<file path="config.mk">
export PLATFORM = sky130hd
export DESIGN_NAME = int_exec_unit
export DESIGN_NICKNAME = d
export VERILOG_FILES = /design/src/rtl/exec_pkg.sv /design/src/rtl/exec_imm_ext.sv /design/src/rtl/exec_shifter.sv /design/src/rtl/exec_alu.sv /design/src/rtl/int_exec_unit.sv
export SDC_FILE = /design/constraint.sdc
export NUM_CORES = 1
export LEC_CHECK = 0
export ABC_AREA = 1
export BUFFER_PORTS_ARGS = -buffer_cell sky130_fd_sc_hd__buf_2
export CAP_MARGIN = 5
export CORE_MARGIN = 2
export CORE_UTILIZATION = 30
export CTS_CLUSTER_SIZE = 40
export DETAILED_ROUTE_END_ITERATION = 8
export GPL_TIMING_DRIVEN = 0
export SYNTH_ARGS = -nofsm -noshare
export SYNTH_HDL_FRONTEND = slang
export SYNTH_SLANG_ARGS = --single-unit
</file>
<file path="constraint.sdc">
create_clock -name clk -period 5.4 [get_ports clk]
set_input_delay 0.27 -clock clk [delete_from_list [all_inputs] [get_ports clk]]
set_output_delay 0.27 -clock clk [all_outputs]
set_load 0.1 [all_outputs]
</file>
<file path="src/rtl/exec_pkg.sv">
package exec_pkg;
  localparam int XLEN  = 32;
  localparam int IMMW  = 16;

  typedef enum logic [3:0] {
    EX_ADD   = 4'd0,
    EX_SUB   = 4'd1,
    EX_AND   = 4'd2,
    EX_OR    = 4'd3,
    EX_SLT   = 4'd4,
    EX_ADDI  = 4'd5,
    EX_SLTI  = 4'd6,
    EX_ANDI  = 4'd7,
    EX_ORI   = 4'd8,
    EX_LUI   = 4'd9,
    EX_SLL   = 4'd10,
    EX_SRL   = 4'd11,
    EX_EADDR = 4'd12,
    EX_RSV13 = 4'd13,
    EX_RSV14 = 4'd14,
    EX_RSV15 = 4'd15
  } exec_op_e;

  typedef enum logic [1:0] {
    EXT_SIGN  = 2'd0,
    EXT_ZERO  = 2'd1,
    EXT_UPPER = 2'd2
  } ext_kind_e;
endpackage

</file>
<file path="src/rtl/exec_imm_ext.sv">
module exec_imm_ext
  import exec_pkg::*;
#(
  parameter int DATA_W = XLEN,
  parameter int IMM_W  = IMMW
) (
  input  exec_op_e            op,
  input  logic [IMM_W-1:0]    imm,
  output logic [DATA_W-1:0]   ext_imm
);
  localparam int PAD_W = DATA_W - IMM_W;

  ext_kind_e kind;

  // Logical immediates take zero fill; load-upper lifts the field; the rest sign-fill.
  always_comb begin
    unique case (op)
      EX_ANDI, EX_ORI: kind = EXT_ZERO;
      EX_LUI:          kind = EXT_UPPER;
      default:         kind = EXT_SIGN;
    endcase
  end

  always_comb begin
    unique case (kind)
      EXT_ZERO:  ext_imm = {{PAD_W{1'b0}}, imm};
      EXT_UPPER: ext_imm = {imm, {PAD_W{1'b0}}};
      default:   ext_imm = {{PAD_W{imm[IMM_W-1]}}, imm};
    endcase
  end
endmodule

</file>
<file path="src/rtl/exec_shifter.sv">
module exec_shifter #(
  parameter int DATA_W = 32,
  parameter int AMT_W  = $clog2(DATA_W),
  parameter bit STAGED = 1'b1
) (
  input  logic [DATA_W-1:0] value,
  input  logic [AMT_W-1:0]  amount,
  input  logic              to_right,
  output logic [DATA_W-1:0] shifted
);
  generate
    if (STAGED) begin : g_staged
      // Logarithmic network: stage k moves by 2^k when amount bit k is set.
      logic [DATA_W-1:0] stage_v [0:AMT_W];
      assign stage_v[0] = value;
      for (genvar k = 0; k < AMT_W; k++) begin : g_stage
        localparam int STEP = 1 << k;
        always_comb begin
          if (!amount[k])
            stage_v[k+1] = stage_v[k];
          else if (to_right)
            stage_v[k+1] = {{STEP{1'b0}}, stage_v[k][DATA_W-1:STEP]};
          else
            stage_v[k+1] = {stage_v[k][DATA_W-1-STEP:0], {STEP{1'b0}}};
        end
      end
      assign shifted = stage_v[AMT_W];
    end else begin : g_flat
      assign shifted = to_right ? (value >> amount) : (value << amount);
    end
  endgenerate
endmodule

</file>
<file path="src/rtl/exec_alu.sv">
module exec_alu
  import exec_pkg::*;
#(
  parameter int DATA_W = XLEN
) (
  input  exec_op_e          op,
  input  logic [DATA_W-1:0] opnd_a,
  input  logic [DATA_W-1:0] opnd_b,
  input  logic [DATA_W-1:0] ext_imm,
  input  logic [DATA_W-1:0] shift_out,
  output logic [DATA_W-1:0] alu_res
);
  function automatic logic [DATA_W-1:0] f_add(input logic [DATA_W-1:0] x, input logic [DATA_W-1:0] y);
    return x + y;
  endfunction

  function automatic logic [DATA_W-1:0] f_lt_signed(input logic [DATA_W-1:0] x, input logic [DATA_W-1:0] y);
    return {{(DATA_W-1){1'b0}}, ($signed(x) < $signed(y))};
  endfunction

  always_comb begin
    unique case (op)
      EX_ADD:             alu_res = f_add(opnd_a, opnd_b);
      EX_SUB:             alu_res = opnd_a - opnd_b;
      EX_AND:             alu_res = opnd_a & opnd_b;
      EX_OR:              alu_res = opnd_a | opnd_b;
      EX_SLT:             alu_res = f_lt_signed(opnd_a, opnd_b);
      EX_ADDI, EX_EADDR:  alu_res = f_add(opnd_a, ext_imm);
      EX_SLTI:            alu_res = f_lt_signed(opnd_a, ext_imm);
      EX_ANDI:            alu_res = opnd_a & ext_imm;
      EX_ORI:             alu_res = opnd_a | ext_imm;
      EX_LUI:             alu_res = ext_imm;
      EX_SLL, EX_SRL:     alu_res = shift_out;
      default:            alu_res = '0;
    endcase
  end
endmodule

</file>
<file path="src/rtl/int_exec_unit.sv">
module int_exec_unit
  import exec_pkg::*;
#(
  parameter int DATA_W  = XLEN,
  parameter int IMM_W   = IMMW,
  parameter bit STAGED  = 1'b1
) (
  input  logic                      clk,
  input  logic                      rst,
  input  logic [3:0]                op_sel,
  input  logic [DATA_W-1:0]         src_a,
  input  logic [DATA_W-1:0]         src_b,
  input  logic [IMM_W-1:0]          imm,
  input  logic [$clog2(DATA_W)-1:0] shamt,
  output logic [DATA_W-1:0]         result,
  output logic                      zero
);
  localparam int SH_W = $clog2(DATA_W);

  exec_op_e          op;
  logic [DATA_W-1:0] ext_imm;
  logic [DATA_W-1:0] shift_out;
  logic [DATA_W-1:0] alu_res;
  logic [DATA_W-1:0] diff_ab;
  logic              diff_zero;

  assign op        = exec_op_e'(op_sel);
  assign diff_ab   = src_a - src_b;
  assign diff_zero = (diff_ab == '0);

  exec_imm_ext #(.DATA_W(DATA_W), .IMM_W(IMM_W)) u_ext (
    .op      (op),
    .imm     (imm),
    .ext_imm (ext_imm)
  );

  exec_shifter #(.DATA_W(DATA_W), .AMT_W(SH_W), .STAGED(STAGED)) u_shift (
    .value    (src_b),
    .amount   (shamt),
    .to_right (op == EX_SRL),
    .shifted  (shift_out)
  );

  exec_alu #(.DATA_W(DATA_W)) u_alu (
    .op        (op),
    .opnd_a    (src_a),
    .opnd_b    (src_b),
    .ext_imm   (ext_imm),
    .shift_out (shift_out),
    .alu_res   (alu_res)
  );

  always_ff @(posedge clk) begin
    if (rst) begin
      result <= '0;
      zero   <= 1'b0;
    end else begin
      result <= alu_res;
      zero   <= diff_zero;
    end
  end

  // a reset edge leaves both outputs cleared
  p_reset_clears_r10: assert property (@(posedge clk)
    rst |=> (result == '0 && zero == 1'b0));

  // after a subtract, the flag agrees with the registered difference
  p_zero_matches_sub_r9: assert property (@(posedge clk) disable iff (rst)
    (op_sel == 4'd1) |=> (zero == (result == '0)));

  // set-less-than forms leave only bit 0 free
  p_slt_boolean_r3: assert property (@(posedge clk) disable iff (rst)
    (op_sel == 4'd4 || op_sel == 4'd6) |=> (result[DATA_W-1:1] == '0));

  // AND with a zero-filled immediate clears the upper half
  p_andi_upper_clear_r5: assert property (@(posedge clk) disable iff (rst)
    (op_sel == 4'd7) |=> (result[DATA_W-1:IMM_W] == '0));

  // load-upper leaves the low half clear
  p_lui_low_clear_r6: assert property (@(posedge clk) disable iff (rst)
    (op_sel == 4'd9) |=> (result[DATA_W-IMM_W-1:0] == '0));

  // a non-zero right shift brings a zero into the top bit
  p_srl_top_fill_r7: assert property (@(posedge clk) disable iff (rst)
    (op_sel == 4'd11 && shamt != '0) |=> (result[DATA_W-1] == 1'b0));

  // a non-zero left shift brings a zero into bit 0
  p_sll_low_fill_r7: assert property (@(posedge clk) disable iff (rst)
    (op_sel == 4'd10 && shamt != '0) |=> (result[0] == 1'b0));

  // unassigned codes give zero
  p_reserved_zero_r11: assert property (@(posedge clk) disable iff (rst)
    (op_sel >= 4'd13) |=> (result == '0));
endmodule

</file>
==> impl_results.md, run 1 <==
- Max Slew Vio Count: 0
- Synth Area in Simple Gates: 47.99%
- Final ANT Viol Nets: 0
- Clock sinks: 33
- F_max: between 150 and 200 MHz
- Rows: just under 70
- Cell Pwr Density: 175.6 nW/um2
- Yosys cell types: between 40 and 50
- Yosys warnings: 0
- Final setup vio count: 0
- Largest cells by area after synthesis: nand2_1, nand3_1, ha_1, inv_1, a21oi_1
- Unrepaired setup endpoints after global routing: no
- Post-synth EDFFs: 0
- Total number of vias: 16130
- Max Cap Viol: 0
- CP max-delay cell: fa_1
- GPL Wtd Cong: ~1.0
- Share of cells above drive strength 1: 8.884%
- Vias in the first global route: 15450
- GRT overflow: 0
- CP delay by family, top: simple AND/OR/NAND/NOR gates
- IO buf count: 121
- LEAKAGE: 6.059 nW
- Hold WC Path Type: input port to register
- Die footprint: 37740 um2
- CP endpoint kind: register
- Mapped Nets: 2248
- Synth top cells by count: nand2_1, nand3_1, inv_1
- Net Sw Frac: 61.12%
- Tot GR Track Use: 35.96%
- CORE AREA: roughly 36000 um2
- Yosys top cell area share: 20.81%
- Via-to-Cell Ratio: just over 6
- Data arrival time of the critical path: 5.32 ns
- Final period utilization: 96.28%
- Io pins: 124
- Clock power share: 12.4%
- Post-Syn Area: 10860 um2
- Largest family of logic cells by synthesized area: simple AND/OR/NAND/NOR gates
- Fin Setup TNS: 0 ns
- CP Class: input port to register
- # H-tree levels: 2
- Post-synth top area cell: nand2_1
- Initial DRC count: 1676
- Total wire length: 69920 um
- Setup ws final: around 0.20 ns
- Final nets: 2379
- Drt pass-1 iters: 8
- Worst path max stage delay: approximately 0.44 ns
- Layout area overhead: 12.59%
- DP Worst Slack: -0.5084 ns
- Seq/Total Area, Yosys: approximately 6.1%
- Post-synthesis mux area share: 0%
- Hold_ws: approximately 0.5 ns
- Die Ht: between 150 and 200 um
- Worst-Margin Slew: 1.355 ns
- Cts hold-fix bufs: 0
- CP Buf/Inv Count: 8
- Synth Area in XOR/XNOR: roughly 1.5%
- Ys async rst share: 0%
- Power share of the combinational group: 74.8%
- Initial core utilization: 30.53%
- Final HPWL DP: 58350 um
- Peak supply drop: 0.1940 mV
- First-pass GRT wire length: 101100 um
- Status: complete, no violations
- Post-Synth Adder-Cell Area: 10.97%
- Worst Path Max Fanout: 10
- DR WL/cell: 26.32 um
- Cells after Synth: 2063
- Final hold vios: 0
- CTS root buf: clkbuf_16
- Internal Power: ~830 uW
- Synthesized area per cell: 5.264 um2
- Compound-Gate Fraction of Synth Area: 22.36%
- DRC violations left: 0
- Flop pwr share: 12.8%
- Top-count cell post-synth: nand2_1
- Clk slew on worst S/H paths: 0.05 ns
- CTS tree: built
- CP Launch Type: input port
- Prevailing post-synth register cell: dfxtp_1
- Num CTS Buffers: 5
- Die Wd: 194.3 um
- Slew headroom: 9.324%
- Clock buffer depth: 2
- Yosys reg bits: 33
- Largest net degree at the start of global routing: 12
- Initial antenna violation count: 4
- Clock period minus worst slack: 5.199 ns
- Sw Pwr: 1.312 mW
- Antenna diodes: 0
- CP required: 5.53 ns
-- path summary, 6_finish.rpt --
kind,start,to,cells after the start
min,rst,result[1],2
max,op_sel[3],result[10],27
-- area by class of cell --
cell class	count	area [um2]
Buffer	70	325.3
Clock buffer	5	125.1
Clock inverter	3	17.52
Fill cell	4216	23340
Inverter	235	885.9
Multi-Input combinational cell	1724	9000
Sequential cell	33	660.6
Tap cell	461	576.8
Timing Repair Buffer	125	635.6
-- sequential cells by signal, summed over array words and instances (netlist names) --
register	flops
zero	1
result	32
-- layer usage --
layer | up-vias | part of all wire, % | routed length [um] | global-route usage (%)
met2 | 981 | 45 | 31370 | 59.50
met4 | 6 | 7.1 | 4987 | 21.38
met3 | 221 | 9.4 | 6541 | 5.166
met1 | 7555 | 39 | 26980 | 44.24
met5 | - | 0.050 | 35 | 0
li1 | 7367 | - | - | -
-- power by group through the flow --
stage / combinational [mW] / clock (mW) / sequential, mW
after floorplan: 0.807 / 0 / 0.461
after global placement: 1.54 / 0 / 0.280
after detailed placement: 1.54 / 0 / 0.280
after CTS: 1.55 / 0.274 / 0.275
after global routing: 1.71 / 0.286 / 0.278
final: 1.61 / 0.265 / 0.275
-- timing repair --
action	CTS	global route
endpoints found under the setup margin	5	22
gates resized for setup	1	7
setup buffers	0	4
-- metrics by stage --
stage	cells	total power, mW	instance area, um2	utilization [%]
global placement	2645	1.821	12040	33.85
finish	2656	2.147	12230	34.37
detailed placement	2645	1.824	12040	33.85
global route	2656	2.272	12230	34.37
CTS	2652	2.098	12190	34.26
floorplan	2063	1.269	10860	-
-- placed cells by master (no fill, tap or decap), types with 5 or more instances in the layout --
| cell type | instances |
|---|---|
| nand2_1 | 601 |
| nor2_1 | 168 |
| inv_1 | 226 |
| o21ai_0 | 143 |
| clkbuf_16 | 5 |
| buf_1 | 8 |
| o2111ai_1 | 9 |
| dfxtp_1 | 33 |
| o211ai_1 | 15 |
| nand3b_1 | 12 |
| clkbuf_1 | 29 |
| inv_2 | 5 |
| buf_2 | 149 |
| o21bai_1 | 18 |
| a21oi_1 | 164 |
| nand4_1 | 125 |
| a211oi_1 | 10 |
| a22oi_1 | 5 |
| a31oi_1 | 11 |
| o21ai_1 | 13 |
| xor2_1 | 11 |
| a21o_1 | 9 |
| ha_1 | 92 |
| nor2_2 | 6 |
| buf_4 | 5 |
| nand3_1 | 235 |
| o22ai_1 | 9 |
| o221ai_1 | 11 |
| xnor2_1 | 7 |
| nor3_1 | 18 |
-- kinds of logic after synthesis --
| group | count (synthesis) |
|---|---|
| XOR/XNOR | 18 |
| adder cells (fa/ha/maj) | 94 |
| AND/OR/NAND/NOR | 1183 |
| flip-flops | 33 |
| AO/OA/AOI/OAI | 429 |
| buffers and inverters | 306 |
Note: power is estimated with default switching activity, not from simulation.
==> run 2, diff against run 1 <==
--- a/config.mk
+++ b/config.mk
@@ -12,6 +12,7 @@
 export CORE_UTILIZATION = 30
 export CTS_CLUSTER_SIZE = 40
 export DETAILED_ROUTE_END_ITERATION = 8
+export GPL_ROUTABILITY_DRIVEN = 0
 export GPL_TIMING_DRIVEN = 0
 export SYNTH_ARGS = -nofsm -noshare
 export SYNTH_HDL_FRONTEND = slang
==> constraint.sdc (replaced) <==
create_clock -name clk -period 5.6 [get_ports clk]
set_input_delay 0.28 -clock clk [delete_from_list [all_inputs] [get_ports clk]]
set_output_delay 0.28 -clock clk [all_outputs]
set_load 0.1 [all_outputs]
==> impl_results.md, run 2 (same netlist as run 1, synthesis figures left out) <==
- Status: complete, no violations
- Hold WC Path Type: input port to register
- Initial DRC count: 2884
- GRT overflow: 0
- Cell area after layout: 12180 um2
- Clock sinks: 33
- CP delay by family, top: compound AO/OA/AOI/OAI gates
- Post-DP Area: approximately 12000 um2
- Peak supply drop: 0.1586 mV
- Placed Cells incl. Taps: 2645
- F_max: 189.5 MHz
- CP Launch Type: input port
- CP endpoint: result[22]
- Power share of the combinational group: 74.0%
- First-pass GRT wire length: 88690 um
- Vias in the first global route: 15170
- DRC violations left: 0
- Fin Setup TNS: 0 ns
- CTS tree: built
- Data arrival time of the critical path: approximately 5.5 ns
- Die footprint: 37740 um2
- Layout area overhead: 12.19%
- Cts hold-fix bufs: 0
- Final period utilization: 94.21%
- Setup crit start: op_sel[3]
- CORE AREA: 35570 um2
- CP Class: input port to register
- Commonest non-fill, non-tap cell in the layout: nand2_1
- CP endpoint kind: register
- Internal Power: 802.8 uW
- Commonest cells after routing, fill and taps aside: nand2_1, nand3_1, inv_1
- Clk slew on worst S/H paths: 0.05 ns
- Clock period minus worst slack: between 5 and 6 ns
- Final setup vio count: 0
- IO buf count: between 100 and 150
- Total wire length: between 50000 and 60000 um
- Worst-Margin Slew: around 1.2 ns
- Unrepaired setup endpoints after global routing: no
- Max Slew Vio Count: 0
- Sw Pwr: 1.211 mW
- Die Ht: 194.3 um
- CP most frequent cell: inv_1
- DP Worst Slack: 0.2005 ns
- # H-tree levels: 2
- Setup ws final: 0.3240 ns
- CP required: 5.82 ns
- Cell Pwr Density: between 150 and 200 nW/um2
- Net Sw Frac: about three fifths
- Total number of vias: between 15000 and 20000
- Crit path depth: 25
- Initial antenna violation count: 3
- Leading registers by flop count: result (32), zero (1)
- Post-CTS Resized: 0
- CTS root buf: clkbuf_16
- Max reg flops: 32
- Worst Path Max Fanout: 11
- Clock buffer depth: 2
- Final nets: 2375
- LEAKAGE: 6.042 nW
- Most flops, register: result
- Via-to-Cell Ratio: 6.199
- Num CTS Buffers: 5
- Slew headroom: 22.69%
- Initial core utilization: 30.53%
- Final hold vios: 0
- Hold_ws: roughly 0.45 ns
- Fill cells: 4056
- Final ANT Viol Nets: 0
- Tot GR Track Use: between 30% and 40%
- Io pins: 124
- Final HPWL DP: a little under 50000 um
- Die Wd: just under 200 um
- Clock power share: around 13%
- Share of cells above drive strength 1: 8.489%
- Non-filler cells, final: 2653
- Rows: 69
- Worst path max stage delay: roughly 0.48 ns
- Max Cap Viol: 0
- Largest net degree at the start of global routing: 12
- CP Buf/Inv Count: 10
- Drt pass-1 iters: 8
- CP max-delay cell: a21oi_1
- Setup bufs post-CTS: 0
- Flop pwr share: roughly an eighth
- DR WL/cell: 22.58 um
==> run 2: worst min path at each step <==
stage / start / endpoint / cells past startpoint
detailed placement: src_a[27] / result[27] / 5
floorplan: src_a[19] / result[19] / 4
global route: rst / result[2] / 2
global placement: src_a[27] / result[27] / 5
CTS: src_a[27] / result[27] / 5
finish: src_a[27] / result[27] / 5
==> run 2: per-stage QoR <==
step           power, mW  util (%)
5_1_grt            2.127     34.24
4_1_cts            1.942     34.26
2_1_floorplan      1.223         -
3_3_place_gp       1.660     33.85
3_5_place_dp       1.674     33.85
6_report           2.014     34.25
==> run 2: final cells by class <==
class                   count  area (um2)  share of cell area, %
clock inverters             3       17.52                 0.1438
diodes                      1       2.502                0.02054
multi-input cells        1724        8989                  73.78
repair buffers            121       605.6                  4.971
inverters                 235       882.1                  7.240
flip-flops and latches     33       660.6                  5.423
plain buffers              70       324.1                  2.660
well taps                 461       576.8                  4.735
clock buffers               5       125.1                  1.027
==> run 2: power groups by stage <==
stage / logic [mW] / clock network, mW / registers, mW
final: 1.49 / 0.258 / 0.265
after CTS: 1.41 / 0.268 / 0.266
after detailed placement: 1.40 / 0 / 0.271
after floorplan: 0.778 / 0 / 0.445
after global routing: 1.58 / 0.280 / 0.268
after global placement: 1.39 / 0 / 0.270
==> run 2: metal layers <==
layer,GRT usage (%),up-vias,part of all wire [%]
met5,0,-,0.022
met4,21.32,2,8.8
met3,9.584,348,16
met2,46.09,1436,41
met1,36.19,7302,34
li1,-,7359,-
